===== src/rtl/retq_pkg.sv =====
package retq_pkg;

    localparam int unsigned Q_DEPTH = 8;
    localparam int unsigned Q_AW    = 5;
    localparam int unsigned Q_DW    = 32;
    localparam int unsigned Q_PCW   = 32;

    // one queue slot
    typedef struct packed {
        logic              valid;
        logic              done;
        logic              fault;
        logic              dst_en;
        logic [Q_AW-1:0]   dst;
        logic [Q_DW-1:0]   value;
        logic [Q_PCW-1:0]  pc;
    } slot_t;

    // bypass answer
    typedef struct packed {
        logic            hit;
        logic            ready;
        logic [Q_DW-1:0] value;
    } fwd_t;

    typedef enum logic [1:0] {
        HD_IDLE   = 2'd0,
        HD_RETIRE = 2'd1,
        HD_FAULT  = 2'd2
    } head_act_e;

    function automatic head_act_e classify_head(input slot_t s);
        if (!(s.valid && s.done)) return HD_IDLE;
        return s.fault ? HD_FAULT : HD_RETIRE;
    endfunction

endpackage


===== src/rtl/retq_ptr.sv =====
module retq_ptr #(
    parameter int DEPTH = 8,
    localparam int PW = $clog2(DEPTH)
) (
    input  logic          clk,
    input  logic          rst,
    input  logic          push,
    input  logic          pop,
    input  logic          flush,
    output logic [PW-1:0] head,
    output logic [PW-1:0] tail,
    output logic          full,
    output logic          empty
);
    logic [PW-1:0] head_q, tail_q;
    logic          full_q;
    logic [PW-1:0] tail_inc;

    assign tail_inc = tail_q + PW'(1);

    always_ff @(posedge clk) begin
        if (rst) begin
            head_q <= '0;
            tail_q <= '0;
            full_q <= 1'b0;
        end else if (flush) begin
            tail_q <= head_q;
            full_q <= 1'b0;
        end else begin
            if (push) tail_q <= tail_inc;
            if (pop)  head_q <= head_q + PW'(1);
            if (push && !pop)      full_q <= (tail_inc == head_q);
            else if (pop && !push) full_q <= 1'b0;
        end
    end

    assign head  = head_q;
    assign tail  = tail_q;
    assign full  = full_q;
    assign empty = (head_q == tail_q) && !full_q;

    p_flush_empties_r7: assert property (@(posedge clk) disable iff (rst)
        flush |=> (head_q == tail_q) && !full_q);

    p_pop_steps_head_r4: assert property (@(posedge clk) disable iff (rst)
        (pop && !flush) |=> head_q == $past(head_q) + PW'(1));

    p_full_holds_tail_r11: assert property (@(posedge clk) disable iff (rst)
        (full_q && !flush) |=> $stable(tail_q));

endmodule


===== src/rtl/retq_lookup.sv =====
module retq_lookup
    import retq_pkg::*;
#(
    parameter int DEPTH = 8,
    localparam int PW = $clog2(DEPTH)
) (
    input  logic             clk,
    input  logic             rst,
    input  slot_t            slots [DEPTH],
    input  logic [PW-1:0]    head,
    input  logic [Q_AW-1:0]  rd_reg,
    output fwd_t             fwd
);
    // walk from oldest to youngest; the last match is the youngest
    always_comb begin
        logic [PW-1:0] idx;
        fwd = '0;
        for (int k = 0; k < DEPTH; k++) begin
            idx = head + PW'(k);
            if (slots[idx].valid && slots[idx].dst_en && slots[idx].dst == rd_reg) begin
                fwd.hit   = 1'b1;
                fwd.ready = slots[idx].done;
                fwd.value = slots[idx].value;
            end
        end
    end

    p_ready_needs_hit_r8: assert property (@(posedge clk) disable iff (rst)
        fwd.ready |-> fwd.hit);

endmodule


===== src/rtl/retq_commit.sv =====
module retq_commit
    import retq_pkg::*;
(
    input  slot_t             head_slot,
    output head_act_e         act,
    output logic              rf_we,
    output logic [Q_AW-1:0]   rf_addr,
    output logic [Q_DW-1:0]   rf_data,
    output logic              ret_valid,
    output logic              fault_valid,
    output logic [Q_PCW-1:0]  fault_pc
);
    always_comb begin
        act         = classify_head(head_slot);
        ret_valid   = (act == HD_RETIRE);
        fault_valid = (act == HD_FAULT);
        rf_we       = ret_valid && head_slot.dst_en;
        rf_addr     = head_slot.dst;
        rf_data     = head_slot.value;
        fault_pc    = fault_valid ? head_slot.pc : '0;
    end

endmodule


===== src/rtl/retire_queue.sv =====
module retire_queue
    import retq_pkg::*;
#(
    parameter int DEPTH = Q_DEPTH,
    localparam int PW = $clog2(DEPTH)
) (
    input  logic              clk,
    input  logic              rst,
    input  logic              disp_valid,
    input  logic              disp_dst_en,
    input  logic [Q_AW-1:0]   disp_dst,
    input  logic [Q_PCW-1:0]  disp_pc,
    output logic              disp_ready,
    output logic [PW-1:0]     disp_tag,
    input  logic              cmp_valid,
    input  logic [PW-1:0]     cmp_tag,
    input  logic [Q_DW-1:0]   cmp_value,
    input  logic              cmp_fault,
    input  logic [Q_AW-1:0]   rd_reg,
    output logic              rd_hit,
    output logic              rd_ready,
    output logic [Q_DW-1:0]   rd_value,
    output logic              rf_we,
    output logic [Q_AW-1:0]   rf_addr,
    output logic [Q_DW-1:0]   rf_data,
    output logic              ret_valid,
    output logic              fault_valid,
    output logic [Q_PCW-1:0]  fault_pc
);
    slot_t         slots_q [DEPTH];
    logic [PW-1:0] head, tail;
    logic          full, empty;
    logic          push, pop, flush;
    head_act_e     act;
    fwd_t          fwd;

    retq_ptr #(.DEPTH(DEPTH)) u_ptr (
        .clk(clk), .rst(rst), .push(push), .pop(pop), .flush(flush),
        .head(head), .tail(tail), .full(full), .empty(empty)
    );

    retq_commit u_commit (
        .head_slot(slots_q[head]), .act(act),
        .rf_we(rf_we), .rf_addr(rf_addr), .rf_data(rf_data),
        .ret_valid(ret_valid), .fault_valid(fault_valid), .fault_pc(fault_pc)
    );

    retq_lookup #(.DEPTH(DEPTH)) u_look (
        .clk(clk), .rst(rst), .slots(slots_q), .head(head),
        .rd_reg(rd_reg), .fwd(fwd)
    );

    assign pop        = (act == HD_RETIRE);
    assign flush      = (act == HD_FAULT);
    assign disp_ready = !full && !flush;
    assign disp_tag   = tail;
    assign push       = disp_valid && disp_ready;

    assign rd_hit   = fwd.hit;
    assign rd_ready = fwd.ready;
    assign rd_value = fwd.value;

    always_ff @(posedge clk) begin
        if (rst || flush) begin
            for (int i = 0; i < DEPTH; i++) slots_q[i] <= '0;
        end else begin
            if (pop) slots_q[head] <= '0;
            if (cmp_valid && slots_q[cmp_tag].valid && !slots_q[cmp_tag].done) begin
                slots_q[cmp_tag].done  <= 1'b1;
                slots_q[cmp_tag].fault <= cmp_fault;
                slots_q[cmp_tag].value <= cmp_value;
            end
            if (push) begin
                slots_q[tail] <= '{valid: 1'b1, done: 1'b0, fault: 1'b0,
                                   dst_en: disp_dst_en, dst: disp_dst,
                                   value: '0, pc: disp_pc};
            end
        end
    end

    p_after_fault_idle_r7: assert property (@(posedge clk) disable iff (rst)
        fault_valid |=> !ret_valid && !fault_valid && empty);

    p_write_frees_slot_r4: assert property (@(posedge clk) disable iff (rst)
        rf_we |=> !slots_q[$past(head)].valid);

endmodule


===== config.mk =====
export PLATFORM = sky130hd
export DESIGN_NAME = retire_queue
export DESIGN_NICKNAME = d
export VERILOG_FILES = /design/src/rtl/retq_pkg.sv /design/src/rtl/retq_ptr.sv /design/src/rtl/retq_lookup.sv /design/src/rtl/retq_commit.sv /design/src/rtl/retire_queue.sv
export SDC_FILE = /design/constraint.sdc
export NUM_CORES = 2
export LEC_CHECK = 0
export BUFFER_PORTS_ARGS = -buffer_cell sky130_fd_sc_hd__buf_2
export CAP_MARGIN = 20
export CELL_PAD_IN_SITES_DETAIL_PLACEMENT = 1
export CELL_PAD_IN_SITES_GLOBAL_PLACEMENT = 1
export CORE_UTILIZATION = 50
export DETAILED_ROUTE_END_ITERATION = 8
export PLACE_DENSITY = 0.79
export SLEW_MARGIN = 20
export SYNTH_ARGS = -nofsm -noshare
export SYNTH_HDL_FRONTEND = slang
export SYNTH_HIERARCHICAL = 1
export SYNTH_SLANG_ARGS = --single-unit

===== constraint.sdc =====
create_clock -name clk -period 10.14 [get_ports clk]
set_input_delay 1.521 -clock clk [delete_from_list [all_inputs] [get_ports clk]]
set_output_delay 1.521 -clock clk [all_outputs]
set_load 0.02 [all_outputs]

## After elaboration in Yosys (flattened, before gate mapping)

Cells that the tools add are included.

- Register bits: 591
- Input port bits: 83
- Output and inout bits: 110
- Logic and storage cells: 202

- $add $sub $neg: 8
- $lt $le $gt $ge: 13
- Eq/ne operators: 11
- Mux-type cells: 61
- Bitwise gates (word level): 13
- Reduce and logical (&&, ||, !) cells: 37

Operators by type and width:

| kind | number |
|---|---|
| $mux W584 | 5 |
| $bwmux W584 | 4 |
| $bmux W73 S3 | 9 |
| $mux W73 | 20 |
| $demux W73 S3 | 5 |
| $and A584 B584 Y584 | 1 |
| $not A584 Y584 | 1 |
| $mux W34 | 8 |
| $mux W72 | 1 |
| $mux W71 | 1 |
| $mux W64 | 1 |
| $eq A5 B5 Y1 | 8 |
| $ge A4 B4 Y1 const B | 10 |
| $not A3 Y4 | 10 |
| $mux W32 | 1 |
| $logic_and A1 B1 Y1 | 27 |
| $add A3 B3 Y3 const B | 4 |
| $lt A4 B1 Y1 const B | 3 |
| $add A3 B1 Y3 const B | 2 |
| $add A3 B2 Y3 const B | 2 |
| $mux W3 | 2 |
| $logic_not A1 Y1 | 5 |
| $mux W2 | 2 |
| $reduce_bool A2 Y1 | 2 |
| 8 further kinds | 9 |

## Longest topological paths before layout

- Depth in word-level cells: 16
- Depth in mapped cells: 19
- Depth with buffers taken out: 12

## By module

The synthesis kept the hierarchy.

Modules (own cells, without submodules):

| module | times used | cells an instance | area each (um^2) |
|---|---|---|---|
| retire_queue | 1 | 2,393 | 23,404.9 |
| retq_lookup | 1 | 1,354 | 14,184.9 |
| retq_commit | 1 | 83 | 649.4 |
| retq_ptr | 1 | 44 | 395.4 |

## Worst setup path before layout

No wires, ideal clock.

- Path kind: input -> output
- Start point: input rd_reg[4]
- End point: output rd_value[17]
- Arrival time: 3,953 ps
- Path slack: 4,666 ps
- Cell stages on the path: 10
- Path buffers: 2
- Cells stage by stage: clkbuf_1 > inv_1 > xnor2_1 > mux2i_1 > or4_1 > a211oi_2 > buf_6 > a211oi_1 > o31a_1 > o21ai_1

- Longest elaborated chain between the ends: 10
- Elaborated cells between the ends (all ways): 24
- Classes of those cells: eq/ne (8); mux (8); reduce/logical (8)

Ends and longest elaborated chain:

| element | line | RTL |
|---|---|---|
| from (decl) | retire_queue.sv:19 | `input logic [Q_AW-1:0] rd_reg,` |
| $eq A5 B5 Y1 | retq_lookup.sv:20 | `if (slots[idx].valid && slots[idx].dst_en && slots[idx].dst == rd_reg) begin` |
| $logic_and A1 B1 Y1 | retq_lookup.sv:20 |  |
| $mux W34 (7 in a row) | retq_lookup.sv:20 |  |
| $mux W34 * | retq_lookup.sv:20 |  |
| to (decl) | retire_queue.sv:22 | `output logic [Q_DW-1:0] rd_value,` |

Mark *: on every way between the ends. The rest lies on a longest branch, timed or not.

## Final worst setup path

- Start point: register u_ptr.head_q[0], in the netlist u_ptr/head[0]
- End point: output rd_ready

- Longest elaborated chain between the ends: 14
- Elaborated cells between the ends (all ways): 71
- Classes of those cells: add/sub (7); eq/ne (8); mux (32); bitwise (8); reduce/logical (16)

Ends and longest elaborated chain:

| element | line | RTL |
|---|---|---|
| from (decl) | retq_ptr.sv:15 | `logic [PW-1:0] head_q, tail_q;` |
| from (signal assigned) | retq_ptr.sv:31 | `if (pop) head_q <= head_q + PW'(1);` |
| $add A3 B1 Y3 / $not A3 Y4 (equally long branches) | retq_lookup.sv:19, retq_lookup.sv:20, retq_lookup.sv:22 |  |
| $not A3 Y4 (not written as such) / $bmux W73 S3 (equally long branches) | retq_lookup.sv:20, retq_lookup.sv:22 |  |
| $bmux W73 S3 / $mux W73 (equally long branches) | retq_lookup.sv:20, retq_lookup.sv:22 |  |
| $mux W73 (on tied branches) | retq_lookup.sv:22, retq_lookup.sv:20 |  |
| $mux W73 (not written as such) (tied with other cells) | retq_lookup.sv:22 | `fwd.ready = slots[idx].done;` |
| $eq A5 B5 Y1 / $logic_and A1 B1 Y1 (equally long branches) | retq_lookup.sv:20 |  |
| $logic_and A1 B1 Y1 / $mux W34 (equally long branches) | retq_lookup.sv:20 |  |
| $mux W34 (6 in a row) | retq_lookup.sv:20 |  |
| $mux W34 * | retq_lookup.sv:20 |  |
| to (decl) | retire_queue.sv:21 | `output logic rd_ready,` |

Mark *: on every way between the ends. The rest lies on a longest branch, timed or not. The select of a mux whose other input is x is not followed.

==> impl_metrics.env <==
export IMPL_run_status="completed"
export IMPL_drt_pass1_iterations=5
export IMPL_finalSetupViolations=0
export IMPL_post_dp_hpwl_um=92360
export IMPL_maxCapViolCount=0
export IMPL_wl_per_cell_um=34.09
export IMPL_synthCells=3872
export IMPL_grt_setup_unrepaired="false"
export IMPL_max_slew_worst_pin_slew_ns=1.275
export IMPL_floorplan_die_area_sq_um=78360
export IMPL_dr_first_iter_drc_count=4695
export IMPL_worst_setup_path_type="reg2out"
export IMPL_design_final_nets=3798
export IMPL_core_region_area_sq_um=76200
export IMPL_layout_setup_ws_ns=1.649
export IMPL_min_period_ns=8.491
export IMPL_cp_max_fo=58
export IMPL_ioPinCount=193
export IMPL_fin_setup_tns_ns=0
export IMPL_critical_path_startpoint_category="register"
export IMPL_p_per_area_nw_per_um2=129.4
export IMPL_finalPower_mw=5.419
export IMPL_portBuffers=192
export IMPL_min_path_type="reg2reg"
export IMPL_report_final_slew_viol_count=0
export IMPL_place_worst_setup_slack_ns=2.473
export IMPL_lkg_pwr_nw=14.20
export IMPL_die_x_um=279.9
export IMPL_synth_area_per_cell_sq_um=9.974
export IMPL_crit_reg2reg_capture="slots_q[378]"
export IMPL_post_route_period_util_pct=83.74
export IMPL_crit_arrival_ns=6.97
export IMPL_syn_cell_area_sq_um=38620
export IMPL_final_hold_violation_count=0
export IMPL_avgViaCountPerCell=7.740
export IMPL_post_route_drc_count=0
export IMPL_worstHoldPathCells=2
export IMPL_grt_pass1_vias=37440
export IMPL_synth_fp_nets=3960
export IMPL_path_clk_slew_ns=0.06
export IMPL_fraction_of_final_layout_cells_sized_beyond_drive_strength_1_pct=26.98
export IMPL_maxSlewHeadroom_pct=14.98
export IMPL_peakVddDrop_uv=185.6
export IMPL_worst_r2r_startpoint="u_ptr/head[1]"
export IMPL_flow_area_growth_from_synthesis_pct=8.411
export IMPL_ctsHoldBuffers=0
export IMPL_cts_root_buffer="sky130_fd_sc_hd__clkbuf_16"
export IMPL_warnings_from_yosys=6
export IMPL_instances_no_fill=4796
export IMPL_utilization_pct=54.94
export IMPL_routed_wire_length_um=163500
export IMPL_start_util_pct=50.68
export IMPL_ctsResizeCount=0
export IMPL_routabilityCongestion=0.9006
export IMPL_postCtsSetupBuffers=0
export IMPL_pin_count_of_the_biggest_net_entering_global_routing=167
export IMPL_globalRouteTotalUtil_pct=40.88
export IMPL_critical_path_startpoint="u_ptr/head[0]"
export IMPL_grt_pass1_wl_um=241700
export IMPL_cts_htree_levels=3
export IMPL_num_rows=101
export IMPL_insertion_delay_ns=0.64
export IMPL_timing_hold_worst_endpoint="slots_q[73]"
export IMPL_worst_setup_path_end_kind="output port"
export IMPL_detailroute_via_count=37120
export IMPL_timing_clock_skew_ns=0.03034
export IMPL_ant_nets=0
export IMPL_clock_tree_buffer_depth=3
export IMPL_sinks_on_clock_net=591
export IMPL_min_delay_start="slots_q[73]"
export IMPL_numPlacedInstances=4667
export IMPL_cell_count_of_the_worst_reg_to_reg_path=13
export IMPL_fmaxAchievable_mhz=117.8
export IMPL_cp_required_ns=8.62
export IMPL_tritoncts_clock_tree="done"
export IMPL_die_height_um=279.9
export IMPL_antenna_found_initial=10
export IMPL_grt_ovfl_total=0
export IMPL_rrSetupSlack_ns=2.84
export IMPL_numCtsBuffers=68
## worst max path at each step
| stage | endpoint | slack, ns | cells after the start |
|---|---|---|---|
| after detailed placement | rd_ready | 2.47 | 13 |
| final | rd_ready | 1.65 | 13 |
| after global placement | rd_ready | 2.60 | 13 |
| after floorplan | rd_value[17] | 4.67 | 10 |
| after global routing | rd_ready | 1.49 | 13 |
| after CTS | rd_ready | 1.81 | 13 |
## area by class of cell
cell class,count,area (sq um)
diodes,4,10.01
clock buffers,99,2039
clock inverters,23,290.3
fillers,8244,34330
inverters,12,46.29
multi-input cells,2752,24610
flip-flops and latches,591,11840
well taps,1030,1289
repair buffers,285,1742
## power breakdown
| group | total, mW | switching [mW] | internal, mW | leakage (nW) |
|---|---|---|---|---|
| Clock | 2.61 | 1.10 | 1.51 | 1.16 |
| Sequential | 2.39 | 0.0319 | 2.36 | 4.77 |
| Combinational | 0.422 | 0.302 | 0.120 | 8.27 |
| Total | 5.42 | 1.43 | 3.99 | 14.2 |
## worst max-delay path: stages (launching register included)
cell	delay [ns]
sky130_fd_sc_hd__dfxtp_4	0.88
sky130_fd_sc_hd__inv_2	0.32
sky130_fd_sc_hd__ha_4	1.01
sky130_fd_sc_hd__mux4_2	0.65
sky130_fd_sc_hd__o21ai_0	0.20
sky130_fd_sc_hd__a211oi_1	0.11
sky130_fd_sc_hd__o2111ai_4	0.21
sky130_fd_sc_hd__buf_4	0.59
sky130_fd_sc_hd__o211a_2	0.90
sky130_fd_sc_hd__buf_4	0.54
sky130_fd_sc_hd__a211oi_2	0.14
sky130_fd_sc_hd__o31ai_2	0.26
sky130_fd_sc_hd__a21o_1	0.24
sky130_fd_sc_hd__buf_2	0.20
## flip-flops by register name, summed over array words and instances, names as in the netlist
signal,count
u_ptr/head,3
u_ptr/tail,3
u_ptr/full,1
slots_q,584
## metal layers
layer / vias up / global-route usage, % / routed length, um
met1: 18810 / 49.18 / 58590
met5: - / 0 / 74
met4: 12 / 26.30 / 11380
met2: 2632 / 65.73 / 75400
met3: 728 / 9.633 / 18040
li1: 14940 / - / -
## per-stage QoR
stage	hold slack [ns]	area, sq um
2_1_floorplan	0.4319	38620
3_3_place_gp	0.4384	39430
3_5_place_dp	0.4456	39450
4_1_cts	0.4538	41780
5_1_grt	0.4652	41870
6_report	0.4538	41870
## cells in the final DEF, fill, tap and decap left out, drive strengths merged, types with 6 or more instances in the layout
master,count
xor2,12
o2bb2ai,37
nand4,6
nor2b,15
nand2,713
a211oi,41
a221oi,103
mux2i,167
buf,285
o22ai,346
a21o,35
and4,38
a31oi,35
inv,14
mux4,339
o21ai,40
a221o,13
a22oi,70
o211ai,12
a32o,231
nor3,41
and3,39
and2,14
clkinv,17
mux2,136
xnor2,38
dfxtp,591
or4,6
nand2b,12
clkbuf,99
o31ai,31
nor4,6
a21oi,45
nand3,24
nor2,43
No activity file was read; power rests on OpenSTA's default activity.
